--- config.mk ---
export PLATFORM = sky130hd
export DESIGN_NAME = tpc_two_phase_gen
export DESIGN_NICKNAME = d
export VERILOG_FILES = /design/src/rtl/tpc_pkg.sv /design/src/rtl/tpc_frac_div.sv /design/src/rtl/tpc_delay_line.sv /design/src/rtl/tpc_rise_strobe.sv /design/src/rtl/tpc_two_phase_gen.sv
export SDC_FILE = /design/constraint.sdc
export NUM_CORES = 1
export LEC_CHECK = 0
export BUFFER_PORTS_ARGS = -buffer_cell sky130_fd_sc_hd__buf_4
export CAP_MARGIN = 0
export CORE_ASPECT_RATIO = 1.25
export CORE_MARGIN = 3
export CORE_UTILIZATION = 50
export DETAILED_ROUTE_END_ITERATION = 8
export HOLD_SLACK_MARGIN = 0.12
export PLACE_DENSITY = 0.66
export SETUP_SLACK_MARGIN = 0.2
export SYNTH_ARGS = -nofsm -noshare
export SYNTH_HDL_FRONTEND = slang
export SYNTH_SLANG_ARGS = --single-unit
--- constraint.sdc ---
create_clock -name ref_clk -period 5.3 [get_ports ref_clk]
set_clock_uncertainty 0.1 [all_clocks]
set_input_delay 0.53 -clock ref_clk [delete_from_list [all_inputs] [get_ports ref_clk]]
set_output_delay 0.53 -clock ref_clk [all_outputs]
set_load 0.02 [all_outputs]
--- src/rtl/tpc_pkg.sv ---
package tpc_pkg;

   typedef enum logic [0:0] {
      DIV_INTEGER    = 1'b0,
      DIV_FRACTIONAL = 1'b1
   } div_kind_e;

   function automatic int unsigned ceil_div(input int unsigned num, input int unsigned den);
      return (num + den - 1) / den;
   endfunction

   function automatic div_kind_e pick_div(input int unsigned modulus, input int unsigned step);
      return ((modulus % step) == 0) ? DIV_INTEGER : DIV_FRACTIONAL;
   endfunction

endpackage

--- src/rtl/tpc_frac_div.sv ---
module tpc_frac_div
   import tpc_pkg::*;
#(
   parameter int unsigned MODULUS = 100000,
   parameter int unsigned STEP    = 3000
) (
   input  logic ref_clk,
   input  logic rst_n,
   output logic lvl_q,
   output logic lvl_nxt
);

   localparam div_kind_e KIND = pick_div(MODULUS, STEP);

   logic tick;

   generate
      if (KIND == DIV_INTEGER) begin : g_int
         localparam int unsigned HALF = MODULUS / STEP;
         localparam int unsigned CW   = $clog2(HALF + 1);
         localparam logic [CW-1:0] LAST = CW'(HALF - 1);
         logic [CW-1:0] cnt_q;

         assign tick = (cnt_q == LAST);

         always_ff @(posedge ref_clk or negedge rst_n) begin
            if (!rst_n)    cnt_q <= '0;
            else if (tick) cnt_q <= '0;
            else           cnt_q <= cnt_q + 1'b1;
         end
      end else begin : g_frac
         localparam int unsigned AW = $clog2(MODULUS + STEP + 1);
         localparam logic [AW-1:0] STEP_C = AW'(STEP);
         localparam logic [AW-1:0] MOD_C  = AW'(MODULUS);
         logic [AW-1:0] acc_q;
         logic [AW-1:0] sum;

         assign sum  = acc_q + STEP_C;
         assign tick = (sum >= MOD_C);

         always_ff @(posedge ref_clk or negedge rst_n) begin
            if (!rst_n)    acc_q <= '0;
            else if (tick) acc_q <= sum - MOD_C;
            else           acc_q <= sum;
         end
      end
   endgenerate

   assign lvl_nxt = lvl_q ^ tick;

   always_ff @(posedge ref_clk or negedge rst_n) begin
      if (!rst_n) lvl_q <= 1'b0;
      else        lvl_q <= lvl_nxt;
   end

endmodule

--- src/rtl/tpc_delay_line.sv ---
module tpc_delay_line #(
   parameter int unsigned STAGES = 33
) (
   input  logic ref_clk,
   input  logic rst_n,
   input  logic din,
   output logic pre_tap,
   output logic tap_out
);

   logic [STAGES-1:0] chain_q;

   generate
      if (STAGES == 1) begin : g_single
         always_ff @(posedge ref_clk or negedge rst_n) begin
            if (!rst_n) chain_q <= '0;
            else        chain_q <= din;
         end
         assign pre_tap = din;
      end else begin : g_multi
         always_ff @(posedge ref_clk or negedge rst_n) begin
            if (!rst_n) chain_q <= '0;
            else        chain_q <= {chain_q[STAGES-2:0], din};
         end
         assign pre_tap = chain_q[STAGES-2];
      end
   endgenerate

   assign tap_out = chain_q[STAGES-1];

endmodule

--- src/rtl/tpc_rise_strobe.sv ---
module tpc_rise_strobe (
   input  logic ref_clk,
   input  logic rst_n,
   input  logic lvl_now,
   input  logic lvl_next,
   output logic stb_q
);

   always_ff @(posedge ref_clk or negedge rst_n) begin
      if (!rst_n) stb_q <= 1'b0;
      else        stb_q <= lvl_next & ~lvl_now;
   end

endmodule

--- src/rtl/tpc_two_phase_gen.sv ---
module tpc_two_phase_gen
   import tpc_pkg::*;
#(
   parameter int unsigned REF_KHZ      = 100000,
   parameter int unsigned OSC_KHZ      = 1500,
   parameter int unsigned DELAY_STAGES = 33
) (
   input  logic ref_clk,
   input  logic rst_n,
   output logic osc_lvl,
   output logic osc_dly_lvl,
   output logic ph1_stb,
   output logic ph2_stb
);

   localparam int unsigned STEP = 2 * OSC_KHZ;

   generate
      if (OSC_KHZ == 0) begin : g_bad_osc
         $error("OSC_KHZ must be nonzero");
      end
      if (2 * STEP > REF_KHZ) begin : g_bad_ratio
         $error("oscillator half-period must span at least two reference cycles");
      end
      if (DELAY_STAGES < 1) begin : g_bad_delay
         $error("DELAY_STAGES must be at least one");
      end
   endgenerate

   logic osc_nxt;
   logic dly_pre;

   tpc_frac_div #(.MODULUS(REF_KHZ), .STEP(STEP)) u_div (
      .ref_clk (ref_clk),
      .rst_n   (rst_n),
      .lvl_q   (osc_lvl),
      .lvl_nxt (osc_nxt)
   );

   tpc_delay_line #(.STAGES(DELAY_STAGES)) u_dly (
      .ref_clk (ref_clk),
      .rst_n   (rst_n),
      .din     (osc_lvl),
      .pre_tap (dly_pre),
      .tap_out (osc_dly_lvl)
   );

   tpc_rise_strobe u_ph1 (
      .ref_clk  (ref_clk),
      .rst_n    (rst_n),
      .lvl_now  (osc_lvl),
      .lvl_next (osc_nxt),
      .stb_q    (ph1_stb)
   );

   tpc_rise_strobe u_ph2 (
      .ref_clk  (ref_clk),
      .rst_n    (rst_n),
      .lvl_now  (osc_dly_lvl),
      .lvl_next (dly_pre),
      .stb_q    (ph2_stb)
   );

endmodule

### After elaboration in Yosys (flattened, before gate mapping)

Cells that the tools add are included.

| word-level totals | value |
|---|---|
| bits in registers | 53 |
| input port bits | 2 |
| output and inout bits | 4 |
| logic and storage cells | 14 |

| operators by class | value |
|---|---|
| $add $sub $neg | 2 |
| magnitude comparators | 1 |
| mux-type cells | 1 |
| bitwise logic cells | 5 |

Operators by type and width:

| kind | number |
|---|---|
| $add 17x12->17 const B | 1 |
| $ge 17x17->1 const B | 1 |
| $mux 17 | 1 |
| $sub 17x17->17 const B | 1 |
| $and 1x1->1 | 2 |
| $not 1->1 | 2 |
| $xor 1x1->1 | 1 |

### Depth between registers and ports, before layout

Gate-level depths: netlist of run 1.

| logic depth | value |
|---|---|
| depth after elaboration | 4 |
| depth in mapped cells | 12 |
| gate-level depth less buffers | 11 |

### Modules after synthesis

From an unflattened synthesis of run 1, not the netlist that was laid out.

| unflattened totals | value |
|---|---|
| cells, all modules | 162 |
| area total of the unflattened synthesis | 2053.2 um^2 |

By module, submodules not included:

| module | times used | cells each | area each (um^2) | seq. area each (um^2) |
|---|---|---|---|---|
| tpc_frac_div | 1 | 125 | 1149.9 | 375.4 |
| tpc_delay_line | 1 | 33 | 825.8 | 825.8 |
| tpc_rise_strobe | 2 | 2 | 38.8 | 25.0 |

### Worst setup path after synthesis of run 1

No wires, ideal clock.

| timing | value |
|---|---|
| kind | reg-to-reg |
| start | reg u_div.g_frac.acc_q[3] |
| end | reg u_div.lvl_q |
| setup time | 0.063 ns |
| data arrival time | 2.483 ns |
| data required time | 5.137 ns |
| setup slack | 2.654 ns |
| cell stages (with the launch flop) | 13 |
| buffers on the path | 1 |
| period minus slack after synthesis | 2.646 ns |
| cell sequence | dfrtp_1 > inv_1 > ha_1 > xor2_1 > inv_1 > ha_1 > o311ai_0 > nand3_1 > nand4_4 > and2_4 > buf_6 > ha_1 > inv_1 |

| between the ends | value |
|---|---|
| cells in the longest elaborated chain, start to end | 3 |

Ends and longest elaborated chain:

| item | line | source |
|---|---|---|
| start: declaration | tpc_frac_div.sv:35 | `logic [AW-1:0] acc_q;` |
| start signal: assignment | tpc_frac_div.sv:43 | `else if (tick) acc_q <= sum - MOD_C;` |
| start signal: assignment | tpc_frac_div.sv:44 | `else acc_q <= sum;` |
| $add 17x12->17 | tpc_frac_div.sv:38 | `assign sum = acc_q + STEP_C;` |
| net u_div.g_frac.sum[3] | tpc_frac_div.sv:36 | `logic [AW-1:0] sum;` |
| $ge 17x17->1 | tpc_frac_div.sv:39 | `assign tick = (sum >= MOD_C);` |
| $xor 1x1->1 | tpc_frac_div.sv:49 | `assign lvl_nxt = lvl_q ^ tick;` |
| net osc_nxt | tpc_two_phase_gen.sv:30 | `logic osc_nxt;` |
| end signal: assignment | tpc_frac_div.sv:53 | `else lvl_q <= lvl_nxt;` |
| end: declaration | tpc_frac_div.sv:9 | `output logic lvl_q,` |

The timed path passes the listed nets, and every way through them passes these cells.

### Worst setup path in the final report of run 1

| timing | value |
|---|---|
| start | reg u_div.g_frac.acc_q[5] |
| end | reg u_div.lvl_q |

| between the ends | value |
|---|---|
| cells in the longest elaborated chain, start to end | 3 |

Ends and longest elaborated chain:

| item | line |
|---|---|
| $add 17x12->17 | tpc_frac_div.sv:38 |
| $ge 17x17->1 | tpc_frac_div.sv:39 |
| $xor 1x1->1 | tpc_frac_div.sv:49 |
| net osc_nxt | tpc_two_phase_gen.sv:30 |

The timed path passes the listed nets, and every way through them passes these cells.

==> parameters.txt, run 1 <==
Parameter                              Value

Run status
  Status ... finished, final reports clean

Clock tree
  Skew-Pair Late Insertion Delay ... 290 ps
  TritonCTS Buffers ... 5
  Clk pin slew, worst setup/hold paths ... 90 ps
  Maximum count of clock buffers along a single path ... 2
  TritonCTS clock tree ... done
  CTS sink cnt ... 50
  Gates resized, CTS repair ... 0
  Clock Tree Root ... sky130_fd_sc_hd__clkbuf_8
  Number of H-tree levels ... 2
  Number of setup buffers added after CTS ... 0
  Hold bufs inserted after CTS ... 0

Finish
  Top library cells by usage in the layout, fill and taps aside ... 50 x sky130_fd_sc_hd__dfrtp_1, 13 x sky130_fd_sc_hd__xnor2_1, 7 x sky130_fd_sc_hd__inv_1, 7 x sky130_fd_sc_hd__nand2_1, 7 x sky130_fd_sc_hd__a21oi_1
  Most common cell after layout, fill and taps aside ... sky130_fd_sc_hd__dfrtp_1
  Combined area of the multi-input logic cells ... 682 sq um
  Filler cell count ... 301
  Utilization after layout ... 59.7%
  Final Net Count ... 166
  Area growth syn-to-layout ... 9.61%
  Layout cell share with drive strength beyond 1 ... 11.3%
  Final cell count without fillers ... 211
  Register area ... 1250 sq um
  Antenna diode instance count ... 0

Setup path
  Startpoint-to-endpoint class of the critical path ... register to register
  Critical register-to-register path startpoint ... u_div.g_frac.acc_q[5]
  Kind of end point of the critical path ... register
  Startpoint type of the worst setup path ... register
  Worst path arrival time ... 3160 ps
  Maximum net fanout on the critical path ... 9
  Required time worst endpoint ... 5430 ps
  Crit path launch ... u_div.g_frac.acc_q[5]
  Reg2Reg Depth ... 9

Floorplanning
  Standard cell core area ... 3630 sq um
  Number of core rows ... 24
  I/O pin cnt ... 6
  Die footprint ... 4750 sq um
  Die Width ... 62.3 microns
  Vert. Die Dim ... 76.3 microns
  Starting Density ... 54.5%

Yosys
  Leading register cell type out of synthesis ... sky130_fd_sc_hd__dfrtp_1
  Post-synthesis area per instance ... 13.2 sq um
  Number of distinct standard cells referenced by the synthesized netlist ... 37
  Seq/Total Area, Yosys ... 63.2%
  Yosys reg bits ... 50
  Netlist Area Pre-Place ... 1980 sq um
  Instance count of the mapped netlist ... 150
  Async SR Flop Fraction ... 100%
  Yosys Warn Count ... 0
  EDFF count, synth ... 0
  Synthesized Nets ... 157

Placement
  DP Cell Count ... 204
  Quantity of I/O buffers inserted on ports ... 5
  Weighted congestion reported at the end of routability-driven placement ... 0.969
  Dpl ws ... 2370 ps
  HPWL reported at the end of detailed placement ... 2130 microns

Job
  Max Cap Viol ... 0

Global route
  Grt ovf ... 0
  Vias in the first global route ... 1242
  Overall routing resource usage ... 14.9%
  Wire length of the first global-routing pass ... 5630 microns
  Pin count of the biggest net entering global routing ... 51
  Number of antenna violations at the first check in global routing ... 0

Timing
  Min Hold Slack ... 140 ps
  Worst slew margin relative to its limit ... 53.1%
  Total negative setup slack ... 0 ps
  Final hold violations ... 0
  Top achievable clock speed ... 331 MHz
  Fraction of the cycle the final worst path needs ... 57.1%
  Measured slew at the worst slew-check pin ... 695 ps
  Final critical-path required period ... 3020 ps
  Final Max Slew Viols ... 0
  Worst-case setup margin in the final layout ... 2280 ps
  Total of endpoints with negative setup slack in the final report ... 0
  Setup repair after global routing missed its margin ... false

Routing
  Routed len/inst ... 14.7 microns
  1st-iter DRT viols ... 71
  Drt via density ... 5.37
  Post-route antenna net violation count ... 0
  Routed via count ... 1134
  Length of the first detailed-routing pass in iterations ... 4
  Drt total wl ... 3100 microns
  DRC Markers ... 0

Power and ir drop
  Power Dens Cells ... 296 nW/um^2
  Worst voltage drop across the vdd grid ... 0.000223 V
  Leakage power figure ... 0.923 nW

Worst hold path
  Min-delay worst type ... primary input to async pin
## per-stage QoR
stage	cell area (sq um)	power, mW
finish	2170	0.641
global route	2170	0.668
CTS	2170	0.654
detailed placement	2060	0.397
global placement	2060	0.396
floorplan	1980	0.389
## final cells by class
cell class | instances | share of cell area [%]
Clock buffer | 5 | 3.17
Multi-Input combinational cell | 90 | 31.4
Tap cell | 52 | 3.00
Clock inverter | 2 | 1.79
Inverter | 7 | 1.21
Timing Repair Buffer | 5 | 1.73
Sequential cell | 50 | 57.7
## where the power goes
| group | switching (mW) | leakage, nW | internal (mW) |
|---|---|---|---|
| combinational | 0.00656 | 0.296 | 0.000483 |
| sequential | 0 | 0.573 | 0.381 |
| clock | 0.114 | 0.0542 | 0.139 |
| total | 0.121 | 0.923 | 0.520 |
## cell families (layout without fill, tap and decap cells)
| family | Yosys count | count (layout) | share of synthesized area (%) |
|---|---|---|---|
| compound gates | 22 | 22 | 8.79 |
| buf+inv | 10 | 19 | 2.34 |
| mux | 2 | 2 | 1.01 |
| xor+xnor | 18 | 18 | 7.96 |
| simple gates | 43 | 43 | 13.5 |
| flops | 50 | 50 | 63.2 |
| fa+ha+maj | 5 | 5 | 3.16 |
## cell usage after synthesis (2+ instances only)
master                     number  area [sq um]
sky130_fd_sc_hd__xor2_1         5          43.8
sky130_fd_sc_hd__nor2b_1        2          12.5
sky130_fd_sc_hd__dfrtp_1       50          1250
sky130_fd_sc_hd__inv_1          7          26.3
sky130_fd_sc_hd__nand4_1        3          18.8
sky130_fd_sc_hd__nand2_1        7          26.3
sky130_fd_sc_hd__mux2i_1        2          20.0
sky130_fd_sc_hd__nor2_1         5          18.8
sky130_fd_sc_hd__nor3b_1        2          15.0
sky130_fd_sc_hd__a21oi_1        7          35.0
sky130_fd_sc_hd__xnor2_1       13           114
sky130_fd_sc_hd__or3_1          3          18.8
sky130_fd_sc_hd__a211oi_1       2          15.0
sky130_fd_sc_hd__and2_1         2          12.5
sky130_fd_sc_hd__ha_1           5          62.6
sky130_fd_sc_hd__o21ai_0        3          15.0
sky130_fd_sc_hd__o31a_1         2          17.5
sky130_fd_sc_hd__nor3_1         6          30.0
sky130_fd_sc_hd__nand3_1        6          30.0
## state kept, by name (all words and copies together), names as in the netlist
| name | count |
|---|---|
| u_div.lvl_q | 1 |
| u_ph1.stb_q | 1 |
| u_div.g_frac.acc_q | 14 |
| u_ph2.stb_q | 1 |
| u_dly.chain_q | 33 |
## critical path, stage by stage (launching register included)
cell and delay, ps:
sky130_fd_sc_hd__dfrtp_1 450, sky130_fd_sc_hd__nor3_1 360, sky130_fd_sc_hd__xor2_1 210, sky130_fd_sc_hd__ha_1 250, sky130_fd_sc_hd__o311ai_0 640, sky130_fd_sc_hd__nand3_1 270
sky130_fd_sc_hd__nand4_4 220, sky130_fd_sc_hd__and2_4 200, sky130_fd_sc_hd__ha_1 230, sky130_fd_sc_hd__inv_1 60
## per-layer routing
metal | wire, microns | GRT usage (%)
met1 | 1390 | 18.6
met2 | 1560 | 24.2
met3 | 99 | 3.98
met4 | 48 | 6.84
met5 | 0 | 0
## final timing paths
| kind | end | slack (ps) |
|---|---|---|
| max in group asynchronous | u_div.g_frac.acc_q[3] | 4570 |
| max reg2reg | u_div.lvl_q | 2280 |
| max | u_div.lvl_q | 2280 |
| min in group ref_clk | u_dly.chain_q[4] | 250 |
| min reg2reg | u_dly.chain_q[4] | 250 |
| min | u_div.g_frac.acc_q[12] | 140 |
Power figures use the tool's default switching activity.
==> inputs of run 2 (changes only) <==
--- a/config.mk
+++ b/config.mk
@@ -12,7 +12,7 @@
 export CORE_UTILIZATION = 50
 export DETAILED_ROUTE_END_ITERATION = 8
 export HOLD_SLACK_MARGIN = 0.12
-export PLACE_DENSITY = 0.66
+export PLACE_DENSITY = 0.69
 export SETUP_SLACK_MARGIN = 0.2
 export SYNTH_ARGS = -nofsm -noshare
 export SYNTH_HDL_FRONTEND = slang
==> constraint.sdc (replaced) <==
create_clock -name ref_clk -period 2.55 [get_ports ref_clk]
set_clock_uncertainty 0.1 [all_clocks]
set_input_delay 0.255 -clock ref_clk [delete_from_list [all_inputs] [get_ports ref_clk]]
set_output_delay 0.255 -clock ref_clk [all_outputs]
set_load 0.02 [all_outputs]
==> run 2 against run 1 <==
Effect of this change:
- final area increased by 21%
- non-clock buffer count increased by 36
- routed wire length increased by 27%
- largest power group unchanged
- register-to-register slack got worse by 2200 ps
- power increased by 100%
- global-route usage increased by 3.3 points
- clock-buffer cell count increased by 1
==> parameters.txt, run 2 (synthesis gave the netlist of run 1 again) <==
Parameter                              Value

Setup path
  Crit-path cells ... buf_6 -> nor3_4 -> xor2_2 -> ha_2 -> nand2_2 -> nor3_2 -> nand4_1 -> nand4_4 -> buf_4 -> buf_6 -> nand3b_1 -> xnor2_1
  Worst path arrival time ... 2520 ps
  Startpoint-to-endpoint class of the critical path ... register to register
  Startpoint type of the worst setup path ... register
  Critical register-to-register path startpoint ... u_div.g_frac.acc_q[4]
  Longest individual stage delay on the worst path ... 440 ps
  Required time worst endpoint ... 2630 ps
  Most Frequent Cell on Critical Path ... sky130_fd_sc_hd__buf_6
  Slowest library cell on the worst path ... sky130_fd_sc_hd__dfrtp_2
  Maximum net fanout on the critical path ... 4
  Kind of end point of the critical path ... register
  Crit path launch ... u_div.g_frac.acc_q[4]

Routing
  Post-route antenna net violation count ... 0
  Routed len/inst ... 15.9 microns
  Drt total wl ... 3930 microns
  1st-iter DRT viols ... 54
  DRC Markers ... 0
  Drt via density ... 5.21
  Length of the first detailed-routing pass in iterations ... 4
  Routed via count ... 1291

Global route
  Wire length of the first global-routing pass ... 6730 microns
  Overall routing resource usage ... 18.2%
  Vias in the first global route ... 1402
  Number of antenna violations at the first check in global routing ... 0
  Pin count of the biggest net entering global routing ... 51
  Grt ovf ... 0

Placement
  Total placed instance area ... 2180 sq um
  Dpl ws ... -70.7 ps
  HPWL reported at the end of detailed placement ... 2280 microns
  Quantity of I/O buffers inserted on ports ... 5
  Weighted congestion reported at the end of routability-driven placement ... 0.871

Floorplanning
  Die footprint ... 4750 sq um
  Number of core rows ... 24
  Starting Density ... 54.5%
  Die Width ... 62.3 microns
  Vert. Die Dim ... 76.3 microns
  I/O pin cnt ... 6
  Standard cell core area ... 3630 sq um

Timing
  Setup repair after global routing missed its margin ... true
  Final critical-path required period ... 2440 ps
  Fraction of the cycle the final worst path needs ... 95.5%
  Top achievable clock speed ... 411 MHz
  Min Hold Slack ... 256 ps
  Final hold violations ... 0
  Worst slew margin relative to its limit ... 60.2%
  Measured slew at the worst slew-check pin ... 597 ps
  Worst-case setup margin in the final layout ... 114 ps
  Total of endpoints with negative setup slack in the final report ... 0
  Final Max Slew Viols ... 0

Finish
  Registers with the most flip-flops ... u_dly.chain_q: 33 flops, u_div.g_frac.acc_q: 14 flops
  Final Cell Area ... 2630 sq um
  Antenna diode instance count ... 0
  Final Net Count ... 202
  Most common cell after layout, fill and taps aside ... sky130_fd_sc_hd__dfrtp_1
  Number of flip-flops under the largest register name ... 33
  Layout cell share with drive strength beyond 1 ... 43.9%
  Top library cells by usage in the layout, fill and taps aside ... 46 x sky130_fd_sc_hd__dfrtp_1, 37 x sky130_fd_sc_hd__buf_4, 11 x sky130_fd_sc_hd__xnor2_1
  Biggest register ... u_dly.chain_q
  Area growth syn-to-layout ... 33.1%

Clock tree
  Clk pin slew, worst setup/hold paths ... 90 ps
  TritonCTS Buffers ... 5
  Clock Tree Root ... sky130_fd_sc_hd__clkbuf_8
  Skew-Pair Late Insertion Delay ... 300 ps
  Maximum count of clock buffers along a single path ... 2
  CTS sink cnt ... 50
  Number of H-tree levels ... 2
  TritonCTS clock tree ... done

Worst hold path
  Hold Path Origin ... u_dly.chain_q[7]
  Min-delay worst type ... register to register

Power and ir drop
  Power Dens Cells ... 489 nW/um^2
  PnR Total Power ... 1.29 mW
  Worst voltage drop across the vdd grid ... 0.000485 V
  Leakage power figure ... 1.10 nW

Run status
  Status ... finished, final reports clean

Job
  Max Cap Viol ... 0
[run 2: final timing paths]
path                       slack [ps]               endpoint  cells after the start
setup reg to reg                  110  u_div.g_frac.acc_q[7]                     12
max in group asynchronous        1510  u_div.g_frac.acc_q[6]                      2
hold / removal                    260       u_dly.chain_q[8]                      0
setup / recovery                  110  u_div.g_frac.acc_q[7]                     12
min in group asynchronous         390  u_div.g_frac.acc_q[9]                      2
hold reg to reg                   260       u_dly.chain_q[8]                      0
[run 2: per-layer routing]
metal  routed length (microns)  share of wire (%)  global-route usage (%)  vias up
met3                       135                3.4                    5.31        7
met4                        65                1.7                    6.40        0
met1                      1650                 42                    21.3      664
li1                          -                  -                       -      598
met2                      2080                 53                    31.8       22
met5                         0                  0                       0        -
[run 2: cell type report]
| cell class | count | area, sq um |
|---|---|---|
| clock inverter | 2 | 16.3 |
| multi-input combinational | 90 | 866 |
| fill | 246 | 1000 |
| timing repair buffer | 41 | 322 |
| tap | 52 | 65.1 |
| inverter | 7 | 26.3 |
| clock buffer | 6 | 82.6 |
| sequential | 50 | 1260 |
[run 2: worst max-delay path: cells and delay by family (launching register included)]
family        cells  cell delay [ps]
buf+inv           3              350
flops             1              440
simple gates      6              800
xor+xnor          2              380
fa+ha+maj         1              240
[run 2: power breakdown]
part	internal (mW)	leakage, nW	switching, mW
logic	0.00202	0.480	0.0141
clock network	0.223	0.0478	0.255
registers	0.792	0.569	0
total	1.02	1.10	0.269
[run 2: repair_timing]
action | 4_1_cts | 5_1_grt
pin swaps | 9 | 6
hold buffers | 1 | 0
gates resized for setup | 23 | 13
hold endpoints to repair | 50 | 0
setup buffers | 16 | 11
setup endpoints to repair | 13 | 14
[run 2: metrics by stage]
| step | setup TNS [ps] | cells | utilization, % |
|---|---|---|---|
| 5_1_grt | -43.0 | 248 | 72.5 |
| 3_5_place_dp | -74.5 | 212 | 59.9 |
| 3_3_place_gp | 0 | 212 | 59.9 |
| 4_1_cts | 0 | 237 | 69.1 |
| 6_report | 0 | 248 | 72.5 |
| 2_1_floorplan | 0 | 150 | - |
==> inputs of run 3 (changes only) <==
--- a/config.mk
+++ b/config.mk
@@ -9,10 +9,9 @@
 export CAP_MARGIN = 0
 export CORE_ASPECT_RATIO = 1.25
 export CORE_MARGIN = 3
-export CORE_UTILIZATION = 50
+export CORE_UTILIZATION = 45
 export DETAILED_ROUTE_END_ITERATION = 8
 export HOLD_SLACK_MARGIN = 0.12
-export PLACE_DENSITY = 0.69
 export SETUP_SLACK_MARGIN = 0.2
 export SYNTH_ARGS = -nofsm -noshare
 export SYNTH_HDL_FRONTEND = slang
==> run 3 against run 2 <==
Effect of this change:
- core utilization is 12 points lower
- combinational power is 2% lower
- final area is 3.7% lower
- routed wire length is 16% lower
- clock power is 1% higher
- flip-flop and latch count stayed put
- sequential power hardly changed
- maximum frequency is 1.3% lower
- die area is 10% higher
- power is 0.37% higher
- setup slack worse by 32 ps
- largest cell class unchanged
- highest routed layer unchanged
==> parameters.txt, run 3 (synthesis gave the netlist of run 1 again) <==
Parameter                              Value

Run status
  Status ... finished, final reports clean

Setup path
  Bufs and invs on worst path ... 2
  Maximum net fanout on the critical path ... 4
  Worst path arrival time ... 2570 ps
  Kind of end point of the critical path ... register
  Capturing point of the worst reg2reg path ... u_div.lvl_q
  Crit path launch ... u_div.g_frac.acc_q[4]
  WP depth ... 9
  Slowest library cell on the worst path ... sky130_fd_sc_hd__dfrtp_1
  Reg2Reg Depth ... 9
  Critical register-to-register path startpoint ... u_div.g_frac.acc_q[4]
  Slack of the worst reg-to-reg path ... 80 ps
  Startpoint-to-endpoint class of the critical path ... register to register
  Required time worst endpoint ... 2650 ps
  Crit path capture ... u_div.lvl_q
  Crit path max-delay family ... simple AND/OR/NAND/NOR gates
  Startpoint type of the worst setup path ... register
  Longest individual stage delay on the worst path ... 410 ps
  Crit-path cells ... buf_6 -> o311a_4 -> o311ai_4 -> xnor2_2 -> nor4b_4 -> nand4_4 -> and2_4 -> ha_4 -> inv_2

Power and ir drop
  Power Dens Cells ... 509 nW/um^2
  PnR Total Power ... 1.29 mW
  Worst voltage drop across the vdd grid ... 0.000407 V
  Leakage power figure ... 1.03 nW

Floorplanning
  Vert. Die Dim ... 80.2 microns
  Die Width ... 65.3 microns
  Starting Density ... 47.5%
  Standard cell core area ... 4160 sq um
  I/O pin cnt ... 6
  Number of core rows ... 26
  Die footprint ... 5240 sq um

Finish
  Combined area of the multi-input logic cells ... 858 sq um
  Antenna diode instance count ... 0
  Top library cells by usage in the layout, fill and taps aside ... 47 x sky130_fd_sc_hd__dfrtp_1, 24 x sky130_fd_sc_hd__buf_4, 11 x sky130_fd_sc_hd__xnor2_1
  Filler cell count ... 346
  Utilization after layout ... 60.9%
  Biggest register ... u_dly.chain_q
  Final Net Count ... 188
  Area growth syn-to-layout ... 28.1%
  Layout cell share with drive strength beyond 1 ... 36.3%
  Number of flip-flops under the largest register name ... 33
  Register area ... 1250 sq um
  Most common cell after layout, fill and taps aside ... sky130_fd_sc_hd__dfrtp_1
  Registers with the most flip-flops ... u_dly.chain_q: 33 flops, u_div.g_frac.acc_q: 14 flops

Clock tree
  Number of H-tree levels ... 2
  TritonCTS Buffers ... 5
  Maximum count of clock buffers along a single path ... 2
  TritonCTS clock tree ... done
  CTS sink cnt ... 50
  Skew-Pair Late Insertion Delay ... 290 ps
  Clk pin slew, worst setup/hold paths ... 80 ps
  Clock Tree Root ... sky130_fd_sc_hd__clkbuf_8

Global route
  Grt ovf ... 0
  Pin count of the biggest net entering global routing ... 51
  Vias in the first global route ... 1273
  Overall routing resource usage ... 14.4%
  Wire length of the first global-routing pass ... 5800 microns
  Number of antenna violations at the first check in global routing ... 0

Timing
  Setup repair after global routing missed its margin ... true
  Worst slew margin relative to its limit ... 61.7%
  Total of endpoints with negative setup slack in the final report ... 0
  Final Max Slew Viols ... 0
  Measured slew at the worst slew-check pin ... 575 ps
  Final critical-path required period ... 2470 ps
  Top achievable clock speed ... 405 MHz
  Final hold violations ... 0
  Fraction of the cycle the final worst path needs ... 96.8%

Routing
  Routed via count ... 1226
  Drt via density ... 5.15
  1st-iter DRT viols ... 51
  Routed len/inst ... 14.0 microns
  DRC Markers ... 0
  Post-route antenna net violation count ... 0
  Length of the first detailed-routing pass in iterations ... 4
  Drt total wl ... 3320 microns

Placement
  HPWL reported at the end of detailed placement ... 2050 microns
  Weighted congestion reported at the end of routability-driven placement ... 0.847
  Quantity of I/O buffers inserted on ports ... 5

Worst hold path
  Min-delay worst type ... register to register

Job
  Max Cap Viol ... 0
-- run 3: cell count changes in the layout (fill, tap and decap cells not counted), sizes merged --
cell and change:
clkbuf +1, clkinvlp -1, buf -14, inv -1, clkinv +1
-- run 3: layer usage --
layer	share of wire (%)	up-vias	wire length, microns	global-route usage, %
met5	0	-	0	0
met4	1.4	0	48	4.56
met3	3.2	6	107	3.78
met2	52	18	1740	24.1
met1	43	626	1430	18.2
li1	-	576	-	-
-- run 3: worst min-delay path by stage --
stage	startpoint	to	slack, ps	cells past startpoint
2_1_floorplan	rst_n	u_div.g_frac.acc_q[10]	-140	0
3_3_place_gp	rst_n	u_dly.chain_q[32]	190	1
3_5_place_dp	rst_n	u_dly.chain_q[32]	200	1
4_1_cts	u_dly.chain_q[8]	u_dly.chain_q[9]	250	0
5_1_grt	u_dly.chain_q[26]	u_dly.chain_q[27]	270	0
6_report	u_dly.chain_q[8]	u_dly.chain_q[9]	250	0
-- run 3: through the flow --
stage               cell area [sq um]  hold WS (ps)  worst slack [ps]  setup TNS [ps]  std cells
finish                           2540           254              81.7               0        238
global route                     2540           270             -9.45           -13.8        238
CTS                              2440           255               123               0        232
detailed placement               2170           200             -59.7           -59.7        215
global placement                 2170           192              27.7               0        215
floorplan                        2030          -141              73.1               0        150
-- run 3: layout make-up --
type / count / share of cell area, %
repair buffers: 27 / 8.73
flip-flops and latches: 50 / 49.5
well taps: 56 / 2.76
inverters: 7 / 1.04
clock inverters: 1 / 0.345
multi-input cells: 90 / 33.8
clock buffers: 7 / 3.80
-- run 3: repair_timing --
item | in CTS | in global routing
pin swaps | 7 | 8
setup endpoints to repair | 13 | 14
gates resized for setup | 16 | 12
setup buffers | 8 | 6
hold endpoints to repair | 50 | 0
hold buffers | 1 | 0
-- run 3: power by group --
group | total [mW] | leakage [nW] | internal [mW] | switching, mW
clock network | 0.484 | 0.0544 | 0.248 | 0.235
registers | 0.792 | 0.569 | 0.792 | 0
logic | 0.0158 | 0.411 | 0.00202 | 0.0137
total | 1.29 | 1.03 | 1.04 | 0.249
